[src/rtl/fol_pkg.sv]
package fol_pkg;
  // Number of serial bits that make up both offsets
  function automatic int total_bits(input int ofs_w);
    return 2 * ofs_w;
  endfunction
endpackage

[src/rtl/fol_bit_counter.sv]
module fol_bit_counter #(
  parameter int TOTAL = 18,
  localparam int CNT_W = $clog2(TOTAL + 1)
) (
  input  logic clk,
  input  logic rst_n,
  input  logic take,
  output logic done
);
  logic [CNT_W-1:0] cnt_q;

  always_ff @(posedge clk or negedge rst_n) begin
    if (!rst_n) begin
      cnt_q <= '0;
      done  <= 1'b0;
    end else if (take) begin
      cnt_q <= cnt_q + 1'b1;
      if (cnt_q == CNT_W'(TOTAL - 1)) done <= 1'b1;
    end
  end


  cnt_bound_chk: assert property (@(posedge clk) disable iff (!rst_n)
    cnt_q <= CNT_W'(TOTAL));


  done_rise_chk: assert property (@(posedge clk) disable iff (!rst_n)
    $rose(done) |-> cnt_q == CNT_W'(TOTAL));
endmodule

[src/rtl/fol_shift_chain.sv]
module fol_shift_chain #(
  parameter int LEN = 18
) (
  input  logic           clk,
  input  logic           rst_n,
  input  logic           take,
  input  logic           bit_in,
  output logic [LEN-1:0] chain
);
  always_ff @(posedge clk or negedge rst_n) begin
    if (!rst_n) chain <= '0;
    else if (take) chain <= {chain[LEN-2:0], bit_in};
  end


  chain_hold_chk: assert property (@(posedge clk) disable iff (!rst_n)
    !take |=> $stable(chain));
endmodule

[src/rtl/flag_offset_loader.sv]
module flag_offset_loader #(
  parameter int DEPTH = 512,
  localparam int OFS_W = $clog2(DEPTH),
  localparam int TOTAL = fol_pkg::total_bits(OFS_W)
) (
  input  logic             clk,
  input  logic             rst_n,
  input  logic             sen_n,
  input  logic             sd,
  input  logic             wr_req,
  output logic [OFS_W-1:0] af_ofs,
  output logic [OFS_W-1:0] ae_ofs,
  output logic             load_done,
  output logic             wr_accept
);
  logic             take;
  logic [TOTAL-1:0] chain;

  assign take = !sen_n && !load_done;

  fol_bit_counter #(.TOTAL(TOTAL)) u_cnt (
    .clk  (clk),
    .rst_n(rst_n),
    .take (take),
    .done (load_done)
  );

  fol_shift_chain #(.LEN(TOTAL)) u_chain (
    .clk   (clk),
    .rst_n (rst_n),
    .take  (take),
    .bit_in(sd),
    .chain (chain)
  );

  // First bits in end up at the top of the chain: almost-full offset
  assign af_ofs    = chain[TOTAL-1:OFS_W];
  assign ae_ofs    = chain[OFS_W-1:0];
  assign wr_accept = wr_req && load_done;


  sen_idle_chk: assert property (@(posedge clk) disable iff (!rst_n)
    sen_n |=> $stable({af_ofs, ae_ofs}));


  done_hold_chk: assert property (@(posedge clk) disable iff (!rst_n)
    load_done |=> load_done && $stable({af_ofs, ae_ofs}));


  wr_gate_chk: assert property (@(posedge clk) disable iff (!rst_n)
    wr_accept |-> load_done);
endmodule

[config.mk]
export PLATFORM = sky130hd
export DESIGN_NAME = flag_offset_loader
export DESIGN_NICKNAME = d
export VERILOG_FILES = /design/src/rtl/fol_pkg.sv /design/src/rtl/fol_bit_counter.sv /design/src/rtl/fol_shift_chain.sv /design/src/rtl/flag_offset_loader.sv
export SDC_FILE = /design/constraint.sdc
export NUM_CORES = 1
export LEC_CHECK = 0
export CAP_MARGIN = 20
export CELL_PAD_IN_SITES_DETAIL_PLACEMENT = 2
export CELL_PAD_IN_SITES_GLOBAL_PLACEMENT = 2
export CORE_MARGIN = 3
export CORE_UTILIZATION = 25
export CTS_CLUSTER_SIZE = 24
export DETAILED_ROUTE_END_ITERATION = 10
export DONT_BUFFER_PORTS = 1
export HOLD_SLACK_MARGIN = 0.15
export MAX_ROUTING_LAYER = met4
export PLACE_DENSITY_LB_ADDON = 0.1
export SYNTH_ARGS = -nofsm -noshare
export SYNTH_HDL_FRONTEND = slang
export SYNTH_SLANG_ARGS = --single-unit
[constraint.sdc]
create_clock -name clk -period 1.3 [get_ports clk]
set_input_delay 0.195 -clock clk [delete_from_list [all_inputs] [get_ports clk]]
set_output_delay 0.195 -clock clk [all_outputs]
set_load 0.005 [all_outputs]
==> summary.md <==
| Metric | Value |
|---|---|
| Min-delay src | `sen_n` |
| Fraction of layout cells with a size suffix above 1 | `approximately 40%` |
| Setup slack, reg-to-reg | `0.07 ns` |
| Gpl congestion | `0.611` |
| Critical-path maximum fanout | `24` |
| Outcome | `complete, no violations` |
| Period utilization | `between 90% and 100%` |
| Synth Net Count | `68` |
| Commonest non-fill, non-tap cell in the layout | `dfrtp_1` |
| All-Layer GR Usage | `under 10%` |
| Post-route worst setup slack | `0.0676 ns` |
| Area delta synth->final | `16.7%` |
| Mapped Area | `between 900 and 1000 um^2` |
| Largest net degree at the start of global routing | `25` |
| Post-route DRC | `0` |
| CP peak stage delay | `around 0.45 ns` |
| Final wirelength | `around 1.7 mm` |
| Die span in y | `between 60 and 70 um` |
| Nets | `76` |
| Number of placed I/O pins | `25` |
| Final Hold Violating Endpoints | `0` |
| Avg Cell Area, Syn | `roughly 16 um^2` |
| R2R depth | `3` |
| First-pass GRT wire length | `2.93 mm` |
| Crit path DAT | `1.38 ns` |
| Fin Setup TNS | `0 ns` |
| RSZ-0062 raised after global routing | `false` |
| Row cnt | `21` |
| Clock Latency Late Sink | `around 0.26 ns` |
| Crit path time final | `between 1 and 1.5 ns` |
| Setup WS pre-CTS | `between 0.05 and 0.06 ns` |
| Core area | `approximately 3500 um^2` |
| CTS tree | `done` |
| ANT cells | `0` |
| Clock-pin slew on the worst setup and hold paths | `roughly 0.080 ns` |
| Fmax | `0.811 GHz` |
| Worst clock skew | `roughly 0.0058 ns` |
| Critical Path Source Type | `flip-flop` |
| Horiz. Die Dim | `67.7 um` |
| Slew @ Worst Pin | `between 0.2 and 0.25 ns` |
| M1 GR Usage | `10.8%` |
| Clk sinks | `24` |
| Fillers | `348` |
| Leakage | `about 0.53 nW` |
| Kind of critical path | `reg -> reg` |
| CTS H-tree lvls | `1` |
| Crit-path slowest cell | `dfrtp_2` |
| Starting Density | `27.2%` |
| Final setup fails | `0` |
| Crit path launch | `u_cnt.done` |
| Cells along the critical path | `nor2_4 -> buf_12 -> mux2_2` |
| Met2 Resource Use GR | `between 10% and 20%` |
| Vias in the first global route | `570` |
| Fin. max-slew vios | `0` |
| Distinct cell type count after synthesis | `15` |
| PD cells | `roughly 1200 nW/um^2` |
| ANT nets after route | `0` |
| Initial antenna violation count | `0` |
| Slew margin rel. | `between 80% and 90%` |
| Worst Hold Class | `in -> reg` |
| Avg WL per Cell | `15.3 um` |
| DRT iter0 DRCs | `23` |
| Gr ovfl total | `0` |
| Total CTS buffers | `3` |
| Post-Syn Instances | `61` |
| Via-per-instance ratio | `~4.3` |
| Yosys warns | `0` |
| Worst path required time | `1.45 ns` |
| Number of port buffers | `0` |
| Final HPWL DP | `1.20 mm` |
| Worst vdd ir | `~570 uV` |
| Commonest cells after routing, fill and taps aside | `dfrtp_1 (23), mux2_2 (18), clkbuf_8 (4)` |
| MaxCap Viol Count | `0` |
| R2r startpoint | `u_cnt.done` |
| Seq cells post-synth | `24` |
| Vias | `between 400 and 500` |
| Root Driver | `clkbuf_8` |
| Grt met3 use | `under 10%` |
| Worst Setup End Kind | `flip-flop` |
| Seq/Total Area, Yosys | `a little over three fifths` |
| Hold depth | `4` |
| Clock Path Buffers | `2` |
| Pre-Repair DR Iteration Count | `2` |
| Layer with the highest usage | `met2` |
| Die footprint | `~4600 um^2` |
report_power, final:
group,internal [W],leakage (nW),switching [W]
combinational,0.0000184,0.176,0.0000220
sequential,0.000750,0.324,0.00000548
clock,0.000270,0.0288,0.000228
total,0.00104,0.529,0.000256
cells by family after synthesis:
logic type	after synthesis	share of synthesized area, %
flip-flops	24	63.1
AND/OR/NAND/NOR	7	4.47
adder cells (fa/ha/maj)	2	2.63
multiplexers	18	21.3
XOR/XNOR	4	3.68
AO/OA/AOI/OAI	2	1.45
buffers and inverters	4	3.42
registers in the layout, summed over array words and instances, names as in the netlist:
register       flops
u_chain.chain     18
u_cnt.done         1
u_cnt.cnt_q        5
layer usage:
layer	share of wire, %	vias to the layer above
met4	0.40	0
met2	48	19
met3	8.4	2
met5	0	-
met1	43	253
li1	-	220
through the flow:
stage          utilization [%]  hold slack (ns)  total power, W  cells  area, um^2
2_1_floorplan                -           -0.101        0.000779     61         952
3_3_place_gp              28.8          -0.0998        0.000783    106        1000
3_5_place_dp              28.8          -0.0999        0.000784    106        1000
4_1_cts                   31.8            0.265         0.00133    114        1110
5_1_grt                   31.8            0.275         0.00137    114        1110
6_report                  31.8            0.272         0.00129    114        1110
worst max-delay path, delay by kind of cell, from the launching register on:
| kind | cells | cell delay [ns] |
|---|---|---|
| simple gates | 1 | 0.13 |
| mux | 1 | 0.35 |
| flops | 1 | 0.45 |
| buf+inv | 1 | 0.18 |
repair_timing:
item / in CTS / in global routing
hold buffers: 4 / 0
buffers inserted: 0 / 0
setup endpoints to repair: 0 / 8
resized for setup: 0 / 1
hold endpoints to repair: 26 / 0
synth_stat cells, drive strengths merged:
| library cell | number | area [um^2] |
|---|---|---|
| dfrtp | 24 | 601 |
| mux2 | 18 | 203 |
| xnor2 | 3 | 26.3 |
| ha | 2 | 25.0 |
| inv | 2 | 7.51 |
| nand2 | 2 | 7.51 |
| nand4 | 2 | 12.5 |
| nor2 | 2 | 15.0 |
| a21oi | 1 | 5.00 |
| and2 | 1 | 7.51 |
| buf | 1 | 11.3 |
| clkbuf | 1 | 13.8 |
| o41ai | 1 | 8.76 |
| xor2 | 1 | 8.76 |
area by class of cell:
type,count,area [um^2],share of cell area (%)
sequential,24,602,54.2
multi-input combinational,33,319,28.7
timing repair buffer,5,70.1,6.31
tap,46,57.6,5.18
clock buffer,4,55.1,4.95
inverter,2,7.51,0.676
path summary, 6_finish.rpt:
kind                                      to
hold reg to reg               u_cnt.cnt_q[4]
max in group asynchronous  u_chain.chain[17]
setup reg to reg           u_chain.chain[17]
hold / removal                u_cnt.cnt_q[2]
setup / recovery           u_chain.chain[17]
min in group asynchronous     u_cnt.cnt_q[3]
(Power assumes the default switching activity.)
